**src/rtl/ratmul_pkg.sv**
```systemverilog
package ratmul_pkg;

  typedef enum logic {
    SEQ_IDLE = 1'b0,
    SEQ_RUN  = 1'b1
  } seq_state_e;

  localparam int unsigned LANE_COUNT = 2;

endpackage

```
**src/rtl/ratmul_opsel.sv**
```systemverilog
module ratmul_opsel #(
  parameter int unsigned HALF_W = 16,
  localparam int unsigned RAT_W = 2 * HALF_W,
  localparam int unsigned LANES = ratmul_pkg::LANE_COUNT
) (
  input  logic [RAT_W-1:0]             a_word,
  input  logic [RAT_W-1:0]             b_word,
  input  logic                         recip,
  output logic [LANES-1:0][HALF_W-1:0] mcand,
  output logic [LANES-1:0][HALF_W-1:0] mplier
);

  // lane 1 = numerator (upper half), lane 0 = denominator (lower half)
  for (genvar g = 0; g < LANES; g++) begin : g_lane_sel
    assign mcand[g]  = a_word[g*HALF_W +: HALF_W];
    assign mplier[g] = recip ? b_word[(LANES-1-g)*HALF_W +: HALF_W]
                             : b_word[g*HALF_W +: HALF_W];
  end

endmodule

```
**src/rtl/ratmul_seq.sv**
```systemverilog
module ratmul_seq #(
  parameter int unsigned STEPS = 16,
  localparam int unsigned CNT_W = (STEPS > 1) ? $clog2(STEPS) : 1
) (
  input  logic clk,
  input  logic rst_n,
  input  logic en,
  input  logic start,
  output logic load,
  output logic step,
  output logic busy,
  output logic done
);
  import ratmul_pkg::*;

  localparam logic [CNT_W-1:0] LAST = CNT_W'(STEPS - 1);

  seq_state_e       state_q;
  logic [CNT_W-1:0] cnt_q;

  assign busy = (state_q == SEQ_RUN);
  assign load = !busy && en && start;
  assign step = busy && en;

  always_ff @(posedge clk) begin
    if (!rst_n) begin
      state_q <= SEQ_IDLE;
      cnt_q   <= '0;
      done    <= 1'b0;
    end else begin
      done <= 1'b0;
      if (load) begin
        state_q <= SEQ_RUN;
        cnt_q   <= '0;
      end else if (step) begin
        if (cnt_q == LAST) begin
          state_q <= SEQ_IDLE;
          done    <= 1'b1;
        end else begin
          cnt_q <= cnt_q + 1'b1;
        end
      end
    end
  end

  // completion is a single-cycle pulse
  p_done_pulse_r6: assert property (@(posedge clk) disable iff (!rst_n)
    done |=> !done);

  // the final enabled step ends the run and raises done
  p_run_ends_r5: assert property (@(posedge clk) disable iff (!rst_n)
    (busy && en && cnt_q == LAST) |=> (done && !busy));

  // a request during a run neither restarts nor ends it early
  p_start_ignored_r7: assert property (@(posedge clk) disable iff (!rst_n)
    (busy && start && cnt_q != LAST) |=> (busy && !done));

  // with enable low the step count does not move
  p_cnt_frozen_r8: assert property (@(posedge clk) disable iff (!rst_n)
    (busy && !en) |=> (busy && $stable(cnt_q)));

endmodule

```
**src/rtl/ratmul_lane.sv**
```systemverilog
module ratmul_lane #(
  parameter int unsigned W = 16
) (
  input  logic         clk,
  input  logic         rst_n,
  input  logic         load,
  input  logic         step,
  input  logic [W-1:0] mcand_in,
  input  logic [W-1:0] mplier_in,
  output logic [W-1:0] low_o
);

  logic [W-1:0] md_q;   // multiplicand
  logic [W-1:0] pr_q;   // product (high) register
  logic [W-1:0] mr_q;   // multiplier shift register, ends holding low half
  logic [W:0]   sum;

  always_comb begin
    sum = {1'b0, pr_q} + {1'b0, (md_q & {W{mr_q[0]}})};
  end

  always_ff @(posedge clk) begin
    if (!rst_n) begin
      md_q <= '0;
      pr_q <= '0;
      mr_q <= '0;
    end else if (load) begin
      md_q <= mcand_in;
      pr_q <= '0;
      mr_q <= mplier_in;
    end else if (step) begin
      pr_q <= sum[W:1];
      mr_q <= {sum[0], mr_q[W-1:1]};
    end
  end

  assign low_o = mr_q;

  // a new run begins from a cleared product register
  p_pr_clear_r3: assert property (@(posedge clk) disable iff (!rst_n)
    load |=> (pr_q == '0));

  // without a step or load, no lane register moves
  p_lane_frozen_r8: assert property (@(posedge clk) disable iff (!rst_n)
    (!load && !step) |=> ($stable(pr_q) && $stable(mr_q) && $stable(md_q)));

endmodule

```
**src/rtl/ratmul_core.sv**
```systemverilog
module ratmul_core #(
  parameter int unsigned HALF_W = 16,
  localparam int unsigned RAT_W = 2 * HALF_W
) (
  input  logic             clk,
  input  logic             rst_n,
  input  logic             en,
  input  logic             start,
  input  logic             recip,
  input  logic [RAT_W-1:0] op_a,
  input  logic [RAT_W-1:0] op_b,
  output logic [RAT_W-1:0] prod,
  output logic             done
);
  localparam int unsigned LANES = ratmul_pkg::LANE_COUNT;

  logic                         load;
  logic                         step;
  logic                         busy;
  logic [LANES-1:0][HALF_W-1:0] mcand;
  logic [LANES-1:0][HALF_W-1:0] mplier;
  logic [LANES-1:0][HALF_W-1:0] lane_low;

  ratmul_opsel #(.HALF_W(HALF_W)) opsel_i (
    .a_word (op_a),
    .b_word (op_b),
    .recip  (recip),
    .mcand  (mcand),
    .mplier (mplier)
  );

  ratmul_seq #(.STEPS(HALF_W)) seq_i (
    .clk   (clk),
    .rst_n (rst_n),
    .en    (en),
    .start (start),
    .load  (load),
    .step  (step),
    .busy  (busy),
    .done  (done)
  );

  for (genvar g = 0; g < LANES; g++) begin : g_lane
    ratmul_lane #(.W(HALF_W)) lane_i (
      .clk       (clk),
      .rst_n     (rst_n),
      .load      (load),
      .step      (step),
      .mcand_in  (mcand[g]),
      .mplier_in (mplier[g]),
      .low_o     (lane_low[g])
    );
  end

  // numerator lane in the upper half, denominator lane in the lower half
  assign prod = lane_low;

  // the result word holds while idle and no start is accepted
  p_prod_hold_r9: assert property (@(posedge clk) disable iff (!rst_n)
    (!busy && !load) |=> $stable(prod));

  // done only follows a running cycle
  p_done_after_run_r6: assert property (@(posedge clk) disable iff (!rst_n)
    done |-> !busy);

endmodule

```
**config.mk**
```make
export PLATFORM = sky130hd
export DESIGN_NAME = ratmul_core
export DESIGN_NICKNAME = d
export VERILOG_FILES = /design/src/rtl/ratmul_pkg.sv /design/src/rtl/ratmul_opsel.sv /design/src/rtl/ratmul_seq.sv /design/src/rtl/ratmul_lane.sv /design/src/rtl/ratmul_core.sv
export SDC_FILE = /design/constraint.sdc
export NUM_CORES = 1
export LEC_CHECK = 0
export CAP_MARGIN = 20
export CORE_MARGIN = 2
export CORE_UTILIZATION = 53
export CTS_CLUSTER_DIAMETER = 60
export DETAILED_ROUTE_END_ITERATION = 12
export PLACE_DENSITY = 0.82
export SLEW_MARGIN = 40
export SYNTH_ARGS = -nofsm -noshare
export SYNTH_HDL_FRONTEND = slang
export SYNTH_SLANG_ARGS = --single-unit
```
**constraint.sdc**
```tcl
create_clock -name clk -period 3.25 [get_ports clk]
set_input_delay 0.8125 -clock clk [delete_from_list [all_inputs] [get_ports clk]]
set_output_delay 0.8125 -clock clk [all_outputs]
set_load 0.05 [all_outputs]
```
# Word-level counts from Yosys, hierarchy flattened
# Index checks and enable logic that the tools add are counted.
totals:
  ff_bits: 102
  inputBits: 69
  word_cells: 38
op_classes:
  addsub: 3
  n_eq_ne: 1
  mux: 10
  n_bitwise: 5
  n_reduce_logical: 10
ops:
  columns: ["op", "count"]
  rows:
  - ["$mux 16", 6]
  - ["$add 16x16->17", 2]
  - ["$and 16x16->16", 2]
  - ["$add 4x1->4 const B", 1]
  - ["$eq 4x4->1 const B", 1]
  - ["$mux 1", 4]
  - ["$reduce_and 2->1", 2]
  - ["$reduce_bool 2->1", 2]
  - ["$logic_and 1x1->1", 3]
  - ["$not 1->1", 3]
  - ["$reduce_or 3->1", 1]
  - ["$reduce_or 2->1", 1]
  - ["$logic_not 1->1", 1]

# Logic depth before layout (Yosys ltp)
depth:
  ltp_word: 5
  depth_mapped: 10
  ltp_nobuf: 9

# Cells and area by module
# Synthesis repeated with hierarchy kept, for this count alone.
unflattened:
  hier_cells: 745
  hier_area_um2: 6767.7
modules_own_cells:
  columns: ["module", "n_inst", "cells_per_inst", "area_each_um2", "seq_area_each_um2"]
  rows:
  - ["ratmul_lane (g_lane[0].lane_i)", 1, 329, 2926.6, 960.9]
  - ["ratmul_lane (g_lane[1].lane_i)", 1, 316, 2787.7, 960.9]
  - ["ratmul_opsel", 1, 68, 784.5, 0.0]
  - ["ratmul_seq", 1, 32, 269.0, 120.1]

# Worst setup path after synthesis
# No wires, ideal clock.
synth_timing:
  path_type: "register -> register"
  start: "reg g_lane[0].lane_i.mr_q[0]"
  end: "reg g_lane[0].lane_i.pr_q[12]"
  setup_ns: 0.126
  arrival_ns: 2.466
  setup_slack_ns: 0.659
  stages_incl_launch_ff: 10
  n_path_buf: 1
  period_less_slack_ns: 2.591
  path_cell_list: "dfxtp_1 > clkbuf_1 > and2_1 > ha_1 > a21oi_1 > o21ai_0 > a311o_1 > a221oi_2 > xor2_1 > o21ai_1"
synth_between:
  elab_chain_len: 2
synth_lines:
  columns: ["element", "line", "rtl"]
  rows:
  - ["start: declaration", "ratmul_lane.sv:15", "logic [W-1:0] mr_q;"]
  - ["start signal: assignment", "ratmul_lane.sv:30", "mr_q <= mplier_in;"]
  - ["start signal: assignment", "ratmul_lane.sv:33", "mr_q <= {sum[0], mr_q[W-1:1]};"]
  - ["$and 16x16->16", "ratmul_lane.sv:19", "sum = {1'b0, pr_q} + {1'b0, (md_q & {W{mr_q[0]}})};"]
  - ["$add 16x16->17", "ratmul_lane.sv:19", null]
  - ["end signal: assignment", "ratmul_lane.sv:32", "pr_q <= sum[W:1];"]
  - ["end: declaration", "ratmul_lane.sv:14", "logic [W-1:0] pr_q;"]
# No other way between the ends.
# A chain may end at the register's enable or synchronous reset.

# Worst setup path after layout
layout_timing:
  start: "reg g_lane[0].lane_i.mr_q[0]"
  end: "out prod[0]"
layout_lines:
  columns: ["element", "line", "rtl"]
  rows:
  - ["end: declaration", "ratmul_core.sv:12", "output logic [RAT_W-1:0] prod,"]
# No word-level cell between the ends.

==> impl_metrics.env <==
export IMPL_outcome="completed"
export IMPL_grt_setup_unrepaired="no"
export IMPL_muxShareOfSynthArea_pct=6.23
export IMPL_crit_path_max_incr_delay_ps=920
export IMPL_avgViaCountPerCell=5.81
export IMPL_worstMarginPinSlew_ps=672
export IMPL_cts_sinks=102
export IMPL_detail_route_iter0_violations=312
export IMPL_hold_start="g_lane[0].lane_i.pr_q[14]"
export IMPL_post_synth_simple_gate_area_pct=20.0
export IMPL_global_route_overflow_total=0
export IMPL_synth_top_family_by_area="compound AO/OA/AOI/OAI gates"
export IMPL_die_width_um=109
export IMPL_number_of_nets_still_failing_antenna_checks_after_routing=0
export IMPL_global_route_usage_total_pct=25.5
export IMPL_cts_root_buf="clkbuf_8"
export IMPL_die_y_um=109
export IMPL_post_cts_setup_buffers=0
export IMPL_clkLatencyLatePin_ps=380
export IMPL_drt_wirelength_per_cell_um=16.3
export IMPL_yosys_warnings=0
export IMPL_post_route_period_util_pct=86.5
export IMPL_synth_top_cell_area_share_pct=35.3
export IMPL_final_cell_utilization_of_the_core_pct=65.7
export IMPL_place_hpwl_um=10500
export IMPL_vias=5163
export IMPL_largest_clock_skew_in_the_final_design_ps=8.67
export IMPL_data_arrival_critical_path_ps=2000
export IMPL_cts_hold_buf=0
export IMPL_cp_top_family="buffers and inverters"
export IMPL_detailed_place_area_mm2=0.00689
export IMPL_reg2reg_depth=8
export IMPL_timing_hold_worst_endpoint="g_lane[0].lane_i.pr_q[14]"
export IMPL_clock_tree_from_tritoncts="built"
export IMPL_crit_chain="clkdlybuf4s50_1"
export IMPL_n_antenna_cell=0
export IMPL_final_layout_size_suffix_gt1_share_pct=10.3
export IMPL_worst_r2r_setup_slack_ps=640
export IMPL_critical_path_startpoint_type="register"
export IMPL_ctsResizeCount=0
export IMPL_cts_htree_levels=3
export IMPL_synthCells=664
export IMPL_floorplan_die_area_mm2=0.0118
export IMPL_antenna_found_initial=0
export IMPL_largest_net_degree_at_the_start_of_global_routing=38
export IMPL_finalWeightedCongestion=0.876
export IMPL_placed_cells=873
export IMPL_core_mm2=0.0107
export IMPL_fin_nets=848
export IMPL_synth_xor_area_share_pct=3.93
export IMPL_synth_unique_cells=60
export IMPL_std_cell_rows=38
export IMPL_fmaxAchievable_mhz=356
export IMPL_static_leakage_power_uw=0.00266
export IMPL_synthFlopType="dfxtp_1"
export IMPL_synth_ff_latch_count=102
export IMPL_finalInstanceArea_mm2=0.00706
export IMPL_worstPathRequired_ps=2440
export IMPL_synth_seq_area_share_pct=35.3
export IMPL_floorplan_io_pins=102
export IMPL_yosys_cell_count_top_type="nand2_1"
export IMPL_synth_fa_ha_area_share_pct=7.83
export IMPL_syn_area_per_cell_um2=8.72
export IMPL_crit_path_max_fanout=18
export IMPL_timing_critical_path_buf_inv=1
export IMPL_wire_length_of_the_first_global_routing_pass_um=24100
export IMPL_cts_buffers_inserted=9
export IMPL_synth_enable_flop_cells=0
export IMPL_worst_path_max_delay_cell="clkdlybuf4s50_1"
export IMPL_syn_nets=768
export IMPL_non_filler_cells_in_the_finished_layout=889
export IMPL_area_fraction_in_compound_gates_after_synthesis_pct=23.2
export IMPL_critPathCaptureType="output port"
export IMPL_hold_class="reg2reg"
export IMPL_setup_total_negative_slack_ps=0
export IMPL_reg2reg_to="g_lane[0].lane_i.pr_q[12]"
export IMPL_synth_top_area_cell="dfxtp_1"
export IMPL_critical_path_class="reg2out"
export IMPL_post_synth_most_frequent_cells="nand2_1 (118), dfxtp_1 (102), a21oi_1 (40)"
export IMPL_detail_route_drc_violations=0
export IMPL_port_buffers=101
export IMPL_setup_viol=0
export IMPL_start_util_pct=53.9
export IMPL_post_layout_total_power_uw=2480
export IMPL_postRouteWirelength_um=14500
export IMPL_critical_path_reg2reg_startpoint="g_lane[0].lane_i.low_o[0]"
export IMPL_drtPass1Iterations=5
export IMPL_async_sr_flop_fraction_pct=0
export IMPL_ir_drop_v=0.000243
export IMPL_pins_over_their_slew_limit=0
export IMPL_syn2layout_area_growth_pct=22.0
export IMPL_synth_area_mm2=0.00579
export IMPL_hold_path_depth=2
export IMPL_report_final_hold_viol_count=0
export IMPL_post_route_min_period_ps=2810
export IMPL_cts_clk_pin_slew_worst_paths_ps=100
export IMPL_slew_headroom_pct=55.1
export IMPL_netlist_top_cells_area="dfxtp_1 (35%), nand2_1 (7.7%), ha_1 (7.1%)"
export IMPL_number_of_global_route_vias_before_repair=5194
export IMPL_clockBufferDepth=2
export IMPL_max_cap_violations=0
export IMPL_power_density_cell_area_mw_per_mm2=351
## state kept, by name (all words and copies together), names as in the netlist
signal               flops
g_lane.lane_i.low_o     32
seq_i.done               1
seq_i.cnt_q              4
seq_i.busy               1
g_lane.lane_i.md_q      32
g_lane.lane_i.pr_q      32
## logic make-up after synthesis
kind of cell,count (synthesis)
xor gates and xnor gates,26
DFF,102
buffers and inverters,50
and+or+nand+nor,239
AOI/OAI and AO/OA,180
adders and majority gates,35
muxes,32
## per-stage QoR
step	worst slack [ps]	hold WS, ps
2_1_floorplan	659	429
3_3_place_gp	722	441
3_5_place_dp	645	446
4_1_cts	400	461
5_1_grt	333	488
6_report	437	459
## final cells by class
class,count,area (um^2)
Clock buffer,11,131
Inverter,7,26.3
Multi-Input combinational cell,512,3550
Sequential cell,102,2040
Tap cell,140,175
Timing Repair Buffer,112,1100
Clock inverter,5,36.3
Fill cell,892,3680
## placed cells by master (no fill, tap or decap), types with 3 or more instances in the layout
cell type	netlist	routed
o21bai_1	5	5
a211oi_1	8	8
nand2_1	118	118
nor3_1	4	4
o21ai_1	5	4
mux2_2	32	32
nand4_1	3	3
xor2_1	13	13
and2_1	35	34
clkdlybuf4s50_1	0	100
buf_4	0	10
nor2b_1	34	34
ha_1	33	33
nand3_1	12	12
a21o_1	9	9
a21boi_0	32	32
a31oi_1	4	4
nor2_1	16	16
or2_2	3	3
inv_1	7	7
a222oi_1	32	32
o21ai_0	22	22
clkinvlp_4	0	3
xnor2_1	13	13
a21oi_1	40	40
dfxtp_1	102	102
clkbuf_8	0	9
## worst max path at each step
stage	depth (start not counted)	start	end	slack, ps
5_1_grt	1	g_lane[0].lane_i.low_o[0]	prod[0]	330
3_3_place_gp	5	recip	g_lane[1].lane_i.low_o[0]	720
6_report	1	g_lane[0].lane_i.low_o[0]	prod[0]	440
4_1_cts	1	g_lane[0].lane_i.low_o[0]	prod[0]	400
3_5_place_dp	6	en	g_lane[1].lane_i.pr_q[13]	640
2_1_floorplan	9	g_lane[0].lane_i.low_o[0]	g_lane[0].lane_i.pr_q[12]	660
## tightest hold or removal path, cell delays in order (launching register included)
cell	delay, ps
dfxtp_1	330
nand2_1	50
o21ai_1	50
## layer usage
layer  vias up  GRT usage (%)  part of all wire, %
met3        22           6.03                  6.4
met4         0           10.5                  2.4
li1       2548              -                    -
met2       143           42.7                   48
met1      2450           31.5                   43
met5         -              0                    0
## power by group
part / switching, uW / total (uW) / internal [uW]
Combinational: 222 / 424 / 202
Sequential: 36.4 / 1330 / 1290
Clock: 447 / 726 / 279
Total: 706 / 2480 / 1770
(Power assumes the default switching activity.)
